**config.mk**
```make
export PLATFORM = sky130hd
export DESIGN_NAME = sprite_line_eval
export DESIGN_NICKNAME = d
export VERILOG_FILES = /design/src/rtl/sle_pkg.sv /design/src/rtl/sle_dot_decode.sv /design/src/rtl/sle_collect.sv /design/src/rtl/sle_slot_buf.sv /design/src/rtl/sprite_line_eval.sv
export SDC_FILE = /design/constraint.sdc
export NUM_CORES = 1
export LEC_CHECK = 0
export ABC_AREA = 1
export BUFFER_PORTS_ARGS = -buffer_cell sky130_fd_sc_hd__buf_2
export CAP_MARGIN = 30
export CORE_AREA = 4 4 142 144
export DETAILED_ROUTE_END_ITERATION = 16
export DIE_AREA = 0 0 146 148
export PLACE_DENSITY_LB_ADDON = 0.08
export SETUP_SLACK_MARGIN = 0.3
export SKIP_LAST_GASP = 1
export SYNTH_ARGS = -nofsm -noshare
export SYNTH_HDL_FRONTEND = slang
export SYNTH_HIERARCHICAL = 1
export SYNTH_SLANG_ARGS = --single-unit
```
**constraint.sdc**
```tcl
create_clock -name clk -period 2.76 [get_ports clk]
set_clock_uncertainty 0.05 [all_clocks]
set_input_delay 0.414 -clock clk [delete_from_list [all_inputs] [get_ports clk]]
set_output_delay 0.414 -clock clk [all_outputs]
set_load 0.005 [all_outputs]
```
**src/rtl/sle_pkg.sv**
```systemverilog
package sle_pkg;
  // byte offsets inside a 4-byte sprite entry; the fetch order depends on them
  localparam int OFS_Y    = 0;
  localparam int OFS_TILE = 1;
  localparam int OFS_ATTR = 2;
  localparam int OFS_X    = 3;

  localparam logic [7:0] EMPTY_BYTE = 8'hFF;

  typedef struct packed {
    logic [7:0] tile;
    logic [7:0] attr;
    logic [7:0] xpos;
  } slot_t;
endpackage

```
**src/rtl/sle_dot_decode.sv**
```systemverilog
module sle_dot_decode #(
  parameter int DOT_W      = 9,
  parameter int NUM_SPR    = 64,
  parameter int SLOTS      = 8,
  parameter int VIS_DOTS   = 256,
  parameter int FETCH_DOTS = 64,
  localparam int IDX_W  = $clog2(NUM_SPR),
  localparam int SLOT_W = $clog2(SLOTS),
  localparam int CSH    = $clog2(VIS_DOTS / NUM_SPR),
  localparam int FSH    = $clog2(FETCH_DOTS / SLOTS)
) (
  input  logic [DOT_W-1:0]  dot,
  output logic              line_start,
  output logic              cmp_issue,
  output logic              cmp_take,
  output logic [IDX_W-1:0]  cmp_spr,
  output logic              fetch_act,
  output logic [SLOT_W-1:0] fetch_slot,
  output logic [FSH-1:0]    fetch_phase
);
  localparam int FW = SLOT_W + FSH;

  logic          in_vis;
  logic [CSH-1:0] sub;
  logic [FW-1:0] rel;

  always_comb begin
    in_vis      = dot < DOT_W'(VIS_DOTS);
    sub         = dot[CSH-1:0];
    cmp_spr     = dot[CSH +: IDX_W];
    line_start  = dot == '0;
    cmp_issue   = in_vis && (sub == '0);
    cmp_take    = in_vis && (sub == CSH'(1));
    fetch_act   = (dot >= DOT_W'(VIS_DOTS)) && (dot < DOT_W'(VIS_DOTS + FETCH_DOTS));
    rel         = FW'(dot - DOT_W'(VIS_DOTS));
    fetch_slot  = rel[FW-1:FSH];
    fetch_phase = rel[FSH-1:0];
  end
endmodule

```
**src/rtl/sle_collect.sv**
```systemverilog
module sle_collect #(
  parameter int NUM_SPR = 64,
  parameter int SLOTS   = 8,
  parameter int SPR_H   = 8,
  parameter int LINE_W  = 9,
  localparam int IDX_W  = $clog2(NUM_SPR),
  localparam int SLOT_W = $clog2(SLOTS),
  localparam int CNT_W  = $clog2(SLOTS + 1)
) (
  input  logic              clk,
  input  logic              rst,
  input  logic              frame_start,
  input  logic              line_start,
  input  logic              take,
  input  logic [IDX_W-1:0]  spr_idx,
  input  logic [7:0]        y_byte,
  input  logic [LINE_W-1:0] line,
  input  logic [SLOT_W-1:0] rd_slot,
  output logic [IDX_W-1:0]  rd_idx,
  output logic [CNT_W-1:0]  count,
  output logic              overflow
);
  logic [IDX_W-1:0]  idx_mem [SLOTS];
  logic [LINE_W-1:0] diff;
  logic              hit;
  logic              room;

  always_comb begin
    diff = line - LINE_W'(y_byte);
    hit  = diff < LINE_W'(SPR_H);
    room = count < CNT_W'(SLOTS);
  end

  always_ff @(posedge clk) begin
    if (take && hit && room)
      idx_mem[SLOT_W'(count)] <= spr_idx;
  end

  assign rd_idx = idx_mem[rd_slot];

  always_ff @(posedge clk) begin
    if (rst) begin
      count    <= '0;
      overflow <= 1'b0;
    end else begin
      if (line_start)
        count <= '0;
      else if (take && hit) begin
        if (room) count <= count + 1'b1;
        else      overflow <= 1'b1;
      end
      if (frame_start)
        overflow <= 1'b0;
    end
  end


  slot_cap_chk: assert property (@(posedge clk) disable iff (rst)
    count <= CNT_W'(SLOTS));


  miss_keep_chk: assert property (@(posedge clk) disable iff (rst)
    (take && !hit) |=> count == $past(count));


  ovf_sticky_chk: assert property (@(posedge clk) disable iff (rst)
    (overflow && !frame_start) |=> overflow);


  ovf_clear_chk: assert property (@(posedge clk) disable iff (rst)
    frame_start |=> !overflow);
endmodule

```
**src/rtl/sle_slot_buf.sv**
```systemverilog
module sle_slot_buf #(
  parameter int NUM_SPR    = 64,
  parameter int SLOTS      = 8,
  parameter int FETCH_DOTS = 64,
  localparam int IDX_W  = $clog2(NUM_SPR),
  localparam int SLOT_W = $clog2(SLOTS),
  localparam int CNT_W  = $clog2(SLOTS + 1),
  localparam int FSH    = $clog2(FETCH_DOTS / SLOTS),
  localparam int ADDR_W = IDX_W + 2
) (
  input  logic                 clk,
  input  logic                 rst,
  input  logic                 fetch_act,
  input  logic [SLOT_W-1:0]    fetch_slot,
  input  logic [FSH-1:0]       fetch_phase,
  input  logic [CNT_W-1:0]     count,
  input  logic [IDX_W-1:0]     idx,
  input  logic [7:0]           rdata,
  output logic [ADDR_W-1:0]    fetch_addr,
  output sle_pkg::slot_t       slots_o [SLOTS]
);
  import sle_pkg::*;

  logic       filled;
  logic       issue;
  logic [7:0] byte_in;

  always_comb begin
    filled     = CNT_W'(fetch_slot) < count;
    issue      = fetch_act && (fetch_phase < FSH'(3));
    fetch_addr = issue ? {idx, 2'(fetch_phase) + 2'd1} : '0;
    byte_in    = filled ? rdata : EMPTY_BYTE;
  end

  always_ff @(posedge clk) begin
    if (rst) begin
      for (int i = 0; i < SLOTS; i++)
        slots_o[i] <= '{tile: EMPTY_BYTE, attr: EMPTY_BYTE, xpos: EMPTY_BYTE};
    end else if (fetch_act) begin
      if (fetch_phase == FSH'(OFS_TILE)) slots_o[fetch_slot].tile <= byte_in;
      if (fetch_phase == FSH'(OFS_ATTR)) slots_o[fetch_slot].attr <= byte_in;
      if (fetch_phase == FSH'(OFS_X))    slots_o[fetch_slot].xpos <= byte_in;
    end
  end
endmodule

```
**src/rtl/sprite_line_eval.sv**
```systemverilog
module sprite_line_eval #(
  parameter int DOT_W      = 9,
  parameter int LINE_W     = 9,
  parameter int NUM_SPR    = 64,
  parameter int SLOTS      = 8,
  parameter int SPR_H      = 8,
  parameter int VIS_DOTS   = 256,
  parameter int FETCH_DOTS = 64,
  localparam int IDX_W  = $clog2(NUM_SPR),
  localparam int ADDR_W = IDX_W + 2
) (
  input  logic                 clk,
  input  logic                 rst,
  input  logic                 frame_start,
  input  logic [DOT_W-1:0]     dot,
  input  logic [LINE_W-1:0]    line,
  output logic [ADDR_W-1:0]    mem_addr,
  input  logic [7:0]           mem_rdata,
  output logic [SLOTS*8-1:0]   slot_tile,
  output logic [SLOTS*8-1:0]   slot_attr,
  output logic [SLOTS*8-1:0]   slot_x,
  output logic                 sprite_ovf
);
  import sle_pkg::*;

  localparam int SLOT_W = $clog2(SLOTS);
  localparam int CNT_W  = $clog2(SLOTS + 1);
  localparam int CSH    = $clog2(VIS_DOTS / NUM_SPR);
  localparam int FSH    = $clog2(FETCH_DOTS / SLOTS);

  logic              line_start, cmp_issue, cmp_take, fetch_act;
  logic [IDX_W-1:0]  cmp_spr, rd_idx;
  logic [SLOT_W-1:0] fetch_slot;
  logic [FSH-1:0]    fetch_phase;
  logic [CNT_W-1:0]  count;
  logic [ADDR_W-1:0] fetch_addr;
  slot_t             slots [SLOTS];

  sle_dot_decode #(.DOT_W(DOT_W), .NUM_SPR(NUM_SPR), .SLOTS(SLOTS),
                   .VIS_DOTS(VIS_DOTS), .FETCH_DOTS(FETCH_DOTS)) u_dec (
    .dot(dot), .line_start(line_start), .cmp_issue(cmp_issue), .cmp_take(cmp_take),
    .cmp_spr(cmp_spr), .fetch_act(fetch_act), .fetch_slot(fetch_slot),
    .fetch_phase(fetch_phase));

  sle_collect #(.NUM_SPR(NUM_SPR), .SLOTS(SLOTS), .SPR_H(SPR_H), .LINE_W(LINE_W)) u_col (
    .clk(clk), .rst(rst), .frame_start(frame_start), .line_start(line_start),
    .take(cmp_take), .spr_idx(cmp_spr), .y_byte(mem_rdata), .line(line),
    .rd_slot(fetch_slot), .rd_idx(rd_idx), .count(count), .overflow(sprite_ovf));

  sle_slot_buf #(.NUM_SPR(NUM_SPR), .SLOTS(SLOTS), .FETCH_DOTS(FETCH_DOTS)) u_buf (
    .clk(clk), .rst(rst), .fetch_act(fetch_act), .fetch_slot(fetch_slot),
    .fetch_phase(fetch_phase), .count(count), .idx(rd_idx), .rdata(mem_rdata),
    .fetch_addr(fetch_addr), .slots_o(slots));

  assign mem_addr = cmp_issue ? {cmp_spr, 2'(OFS_Y)} : fetch_addr;

  for (genvar g = 0; g < SLOTS; g++) begin : g_flat
    assign slot_tile[g*8 +: 8] = slots[g].tile;
    assign slot_attr[g*8 +: 8] = slots[g].attr;
    assign slot_x[g*8 +: 8]    = slots[g].xpos;
  end


  y_addr_chk: assert property (@(posedge clk) disable iff (rst)
    (dot < DOT_W'(VIS_DOTS) && dot[CSH-1:0] == '0) |->
      (mem_addr[ADDR_W-1:2] == dot[CSH +: IDX_W] && mem_addr[1:0] == 2'd0));


  slot_hold_chk: assert property (@(posedge clk) disable iff (rst)
    (!$past(rst) && !($past(dot) >= DOT_W'(VIS_DOTS) &&
                      $past(dot) < DOT_W'(VIS_DOTS + FETCH_DOTS))) |->
      ($stable(slot_tile) && $stable(slot_attr) && $stable(slot_x)));
endmodule

```
## Word-level counts from Yosys, hierarchy flattened

Memories as Yosys holds them, arrays and structs flattened.
Index checks and enable logic that the tools add are counted.

- Register bits after elaboration: 197
- Latch bits: 0
- Memory bits (writable): 48
- Memory bits (read-only): 0
- Input port bits: 29
- Output and inout bits: 201
- Word-level logic and storage cells: 81
- Memories: 1

Memories:

| name | depth | bits a word | read ports | clocked after Yosys merged registers in | wr ports | RTL line | RTL |
|---|---|---|---|---|---|---|---|
| u_col.idx_mem | 8 | 6 | 1 | 0 | 1 | sle_collect.sv:23 | `logic [IDX_W-1:0] idx_mem [SLOTS];` |

- Add/sub/neg operators: 4
- Multiply operators: 0
- Div/mod/pow operators: 0
- $lt $le $gt $ge: 9
- Eq/ne operators: 4
- Shifts and indexed selects: 0
- Multiplexer cells: 21
- Bitwise operators: 3
- Reductions and logical operators: 13

Operators with widths:

| kind | count |
|---|---|
| $mux W192 | 7 |
| $bwmux W192 | 3 |
| $demux W24 S3 | 3 |
| $mux W8 | 4 |
| $mux W24 | 1 |
| $lt A9 B9 Y1 const B | 2 |
| $mux W16 | 1 |
| $ge A9 B9 Y1 const B | 1 |
| $logic_not A9 Y1 | 1 |
| $lt A9 B4 Y1 const B | 1 |
| $sub A9 B8 Y9 | 1 |
| $logic_and A1 B1 Y1 | 7 |
| $eq A3 B2 Y1 const B | 2 |
| $sub A6 B1 Y6 const B | 1 |
| $add A4 B1 Y4 const B | 1 |
| $ge A4 B4 Y1 const B | 1 |
| $lt A3 B4 Y1 | 1 |
| $lt A4 B1 Y1 const B | 1 |
| $lt A4 B4 Y1 const B | 1 |
| $not A3 Y4 | 1 |
| $reduce_or A2 Y1 | 2 |
| $eq A3 B1 Y1 const B | 1 |
| $lt A3 B2 Y1 const B | 1 |
| $reduce_and A3 Y1 | 1 |
| 6 further kinds | 8 |

## Longest topological paths before layout

- Depth after elaboration: 16
- Gate-level depth with buffers: 15
- Gate-level depth less buffers: 15

## Cells and area by module

Netlist, hierarchy kept.

By module, submodules not included:

| module | times used | cells an instance | area each (µm²) |
|---|---|---|---|
| sle_slot_buf | 1 | 973 | 7206.9 |
| sle_collect | 1 | 286 | 2676.3 |
| sle_dot_decode | 1 | 23 | 137.6 |
| sprite_line_eval | 1 | 24 | 97.6 |

## Least setup slack after synthesis

OpenSTA, ideal clock, no wires.

- Path type: input port to flip-flop
- Start point: input mem_rdata[4]
- End point: memory u_col/idx_mem[7][0] (netlist bit), enable pin
- Setup time: 0.377 ns
- Arrival time: 1.965 ns
- Required time: 2.333 ns
- Path slack: 0.369 ns
- Cell stages on the path: 11
- Buffers on the path: 0
- Cell sequence: inv_1 > ha_1 > nand2_1 > inv_2 > a21oi_2 > nand2_1 > nand2_1 > nand2_4 > nor2_8 > nand3_4 > nor3_1

- Cells in the longest elaborated chain, start to end: 6

RTL lines:

| what | RTL line | RTL |
|---|---|---|
| start: declaration | sprite_line_eval.sv:18 | `input logic [7:0] mem_rdata,` |
| $sub A9 B8 Y9 | sle_collect.sv:29 | `diff = line - LINE_W'(y_byte);` |
| $lt A9 B4 Y1 | sle_collect.sv:30 | `hit = diff < LINE_W'(SPR_H);` |
| $logic_and A1 B1 Y1 (2 in series) | sle_collect.sv:35 | `if (take && hit && room)` |
| $mux W1 | sle_collect.sv:35 |  |
| $mux W1 (implied by the code) | sle_collect.sv:36 | `idx_mem[SLOT_W'(count)] <= spr_idx;` |
| end: declaration | sle_collect.sv:23 |  |

Every way passes these cells.

## Final worst setup path

- Start point: memory u_col/idx_mem[6][2] (netlist bit)
- End point: output mem_addr[4]

- Cells in the longest elaborated chain, start to end: 3

RTL lines:

| what | RTL line | RTL |
|---|---|---|
| $mem_v2 Z8 W6 | -- |  |
| named net rd_idx[2] | sprite_line_eval.sv:32 | `logic [IDX_W-1:0] cmp_spr, rd_idx;` |
| $mux W8 | sle_slot_buf.sv:31 | `fetch_addr = issue ? {idx, 2'(fetch_phase) + 2'd1} : '0;` |
| named net fetch_addr[4] | sprite_line_eval.sv:36 | `logic [ADDR_W-1:0] fetch_addr;` |
| $mux W8 | sprite_line_eval.sv:55 | `assign mem_addr = cmp_issue ? {cmp_spr, 2'(OFS_Y)} : fetch_addr;` |
| end: declaration | sprite_line_eval.sv:17 | `output logic [ADDR_W-1:0] mem_addr,` |

The timed path passes the listed nets, and every way through them passes these cells.

==> impl_metrics.toml <==
[critical_path]
timing.critical_path.max_delay_family = "compound AO/OA/AOI/OAI gates"
cp_required_ns = 2.30
cp_max_fanout = 1
critPathLaunchType = "register"
worst-endpoint-arrival_ns = 1.83
crit_path_cell_trace = "o21ai_0 > o22ai_1 > nor2_1 > a31oi_1 > inv_1 > nor2_1 > nand2_1 > nand2_1 > buf_2"
cp.buffers_inverters = 2
critical-path-slowest-cell = "sky130_fd_sc_hd__edfxtp_1"
worst_path_largest_cell_delay_ns = 0.37
critPathKind = "register to output port"
end_kind = "output port"

[floorplan]
floorplan.initialDensity_pct = 54.1
die_height_um = 148
design.die.area_um2 = 21600
die_width_um = 146
floorplan.io_pins = 230
area_of_the_placeable_core_um2 = 18700
core.rowCount = 50

[route]
routedWlPerCell_um = 16.0
detail_route.first_pass.iterations = 5
route.detailed.vias_per_inst = 5.08
totalWireLength_um = 28600
detailroute.via_count = 9059
route.antenna.remaining_nets = 0
detail_route.iter0.violations = 535
detail_route.drc_violations = 0

[grt]
grt_remaining_overflow = 0
groute.usage.overall_pct = 25.3
grt_start_max_net_pins = 89
first_global_vias = 8515
antenna_found_initial = 0
grt_first_pass_wirelength_um = 44800

[yosys]
synthesis_stage_register_bit_count = 245
synth_area_leader_cell = "sky130_fd_sc_hd__dfxtp_1"
synth-main-ff-cell = "sky130_fd_sc_hd__dfxtp_1"
synth_adder_area_share_pct = 1.61
mappedNetlistNets = 1348
synth.area.mux_share_pct = 0
yosysMostFrequentCell = "sky130_fd_sc_hd__nand2_1"
synth_enable_flop_cells = 48
synth_sequential_area_ratio_pct = 53.2
synthesis.yosys.warnings = 6
synth_simple_gate_area_share_pct = 26.7
post_synth_xor_area_fraction_pct = 0
netlist.area_leader.share_pct = 39.0
synth_compound_gate_area_share_pct = 10.7
cell_types_with_the_highest_counts_after_synthesis = "sky130_fd_sc_hd__nand2_1 (479), sky130_fd_sc_hd__dfxtp_1 (197), sky130_fd_sc_hd__a21oi_1 (170), sky130_fd_sc_hd__nor2_1 (121), sky130_fd_sc_hd__inv_1 (91)"
synthDistinctLibCells = 33
synth.cell_area_um2 = 10100
largest_family_of_logic_cells_by_synthesized_area = "simple AND/OR/NAND/NOR gates"
async_reset_ff_share_pct = 0
netlist_top_cells_area = "sky130_fd_sc_hd__dfxtp_1 (39%), sky130_fd_sc_hd__nand2_1 (18%), sky130_fd_sc_hd__edfxtp_1 (14%)"
synthesis.area_per_instance_um2 = 7.75
syn_inst = 1306

[place]
dp_hpwl_um = 19300
gpl.final_weighted_congestion = 0.875
post_place_setup_slack_ns = 0.190
port_buffers = 229
numPlacedInstances = 1733

[layout]
nNetsFinal = 1571
drive_above_1_share_pct = 23.3
area_growth_synth_to_finish_pct = 21.6
n_antenna_cell = 0
filler_cell_count = 1652
final_cells = 1782

[sta]
finalCritPeriodShare_pct = 83.3
period_minus_slack_ns = 2.30
achievable-frequency_mhz = 435
finalSetupTns_ns = 0
finalHoldViolCount = 0
timing_worst_slew_pin_value_ns = 0.634
timing.final.setup_violations = 0
postLayoutSetupSlackWorst_ns = 0.461
timing.slew.headroom_pct = 57.7
setup_repair_after_global_routing_missed_its_margin = "false"
maxSlewViolCount = 0

[pwr]
cell_internal_pwr_mw = 5.71
vdd.ir_drop.worst_v = 0.000446
sequential_cell_fraction_of_total_power_pct = 49.2
cell_pwr_density_nw_per_um2 = 604
power.combinational.fraction_pct = 6.0
post_route_total_power_mw = 7.43
power.share.clock_pct = 44.9
netSwitchingFraction_pct = 23.2
power_switching_mw = 1.73
power_leakage_nw = 4.91

[worst_hold_path]
holdCritPathClass = "input pin to register"

[clock_tree]
clock_tree.root_cell = "sky130_fd_sc_hd__clkbuf_16"
cts.sinks = 245
clkLatencyLatePin_ns = 0.51
path_clk_slew_ns = 0.06
cts_htree_levels = 1
cts_buffer_depth = 3
cts_made_buffers = 26
cts_tree = "built"

[outcome]
result_of_the_run = "finished clean"

[run]
cap_viol_max_count = 0
## registers in the layout (all words and copies together) (netlist names)
name / flops
u_buf/slots_o: 192
u_col/overflow: 1
u_col/count: 4
u_col/idx_mem: 48
## cell usage in the layout, fill, tap and decap left out, types with 24 or more instances in the layout
master / instances
sky130_fd_sc_hd__nand2_1: 479
sky130_fd_sc_hd__buf_2: 226
sky130_fd_sc_hd__dfxtp_1: 197
sky130_fd_sc_hd__a21oi_1: 170
sky130_fd_sc_hd__nor2_1: 120
sky130_fd_sc_hd__inv_1: 90
sky130_fd_sc_hd__edfxtp_1: 48
sky130_fd_sc_hd__clkbuf_16: 27
sky130_fd_sc_hd__buf_4: 24
sky130_fd_sc_hd__o21ai_0: 24
## area by class of cell
type                            count  area, µm²  area share (%)
Multi-Input combinational cell    883       3950            32.1
Tap cell                          234        293            2.38
Inverter                          118        452            3.67
Clock inverter                     12        106           0.864
Sequential cell                   245       5390            43.8
Clock buffer                       35        717            5.83
Timing Repair Buffer              255       1400            11.4
## metal layers
metal / track usage, % / wire, µm / vias up
met5: 0 / 0 / -
met2: 41.8 / 13200 / 307
met1: 33.3 / 12400 / 4149
met3: 7.17 / 2640 / 35
met4: 5.64 / 405 / 0
li1: - / - / 4568
## power groups by stage
stage / Clock [mW] / Combinational (mW) / Sequential [mW]
floorplan: 0 / 0.301 / 3.73
global placement: 0 / 0.432 / 3.73
detailed placement: 0 / 0.432 / 3.73
CTS: 3.39 / 0.435 / 3.66
global route: 3.56 / 0.485 / 3.65
finish: 3.34 / 0.442 / 3.66
## kinds of logic after synthesis
kind of cell	after synthesis
compound gates	212
fa+ha+maj	13
buf+inv	178
flops	245
simple gates	658
## worst reg2reg max path, stage by stage, from the launching register on
cell	delay, ns
sky130_fd_sc_hd__dfxtp_1	0.47
sky130_fd_sc_hd__inv_1	0.07
sky130_fd_sc_hd__ha_1	0.27
sky130_fd_sc_hd__inv_1	0.03
sky130_fd_sc_hd__nor2_1	0.10
sky130_fd_sc_hd__nand2_2	0.18
sky130_fd_sc_hd__nand3_2	0.15
sky130_fd_sc_hd__buf_4	0.35
sky130_fd_sc_hd__nand2_1	0.12
sky130_fd_sc_hd__nand2_1	0.07
## through the flow
stage                     hold slack, ns  cell area [µm²]  utilization, %
after floorplan                    0.391            10100               -
after global placement             0.387            11500            61.2
after detailed placement           0.387            11500            61.2
after CTS                         0.0674            12300            65.6
after global routing              0.0765            12300            65.8
final                             0.0816            12300            65.8
## worst paths after layout
kind / cells after the start / end / startpoint / slack [ns]
max reg2reg: 9 / u_buf/slots_o[187]$_SDFFE_PP1P_ / u_col/count[2]$_SDFFE_PP0P_ / 0.84
max: 9 / mem_addr[4] / u_col/idx_mem[6][2]$_DFFE_PP_ / 0.46
min reg2reg: 2 / u_col/overflow$_SDFFE_PP0P_ / u_col/overflow$_SDFFE_PP0P_ / 0.40
min: 3 / u_col/overflow$_SDFFE_PP0P_ / frame_start / 0.08
## repair_timing
item                       4_1_cts  5_1_grt
gates resized for setup          0        9
buffers inserted                 0        2
hold buffers                     0        0
setup endpoints to repair        0        6
No activity file was read; power rests on OpenSTA's default activity.
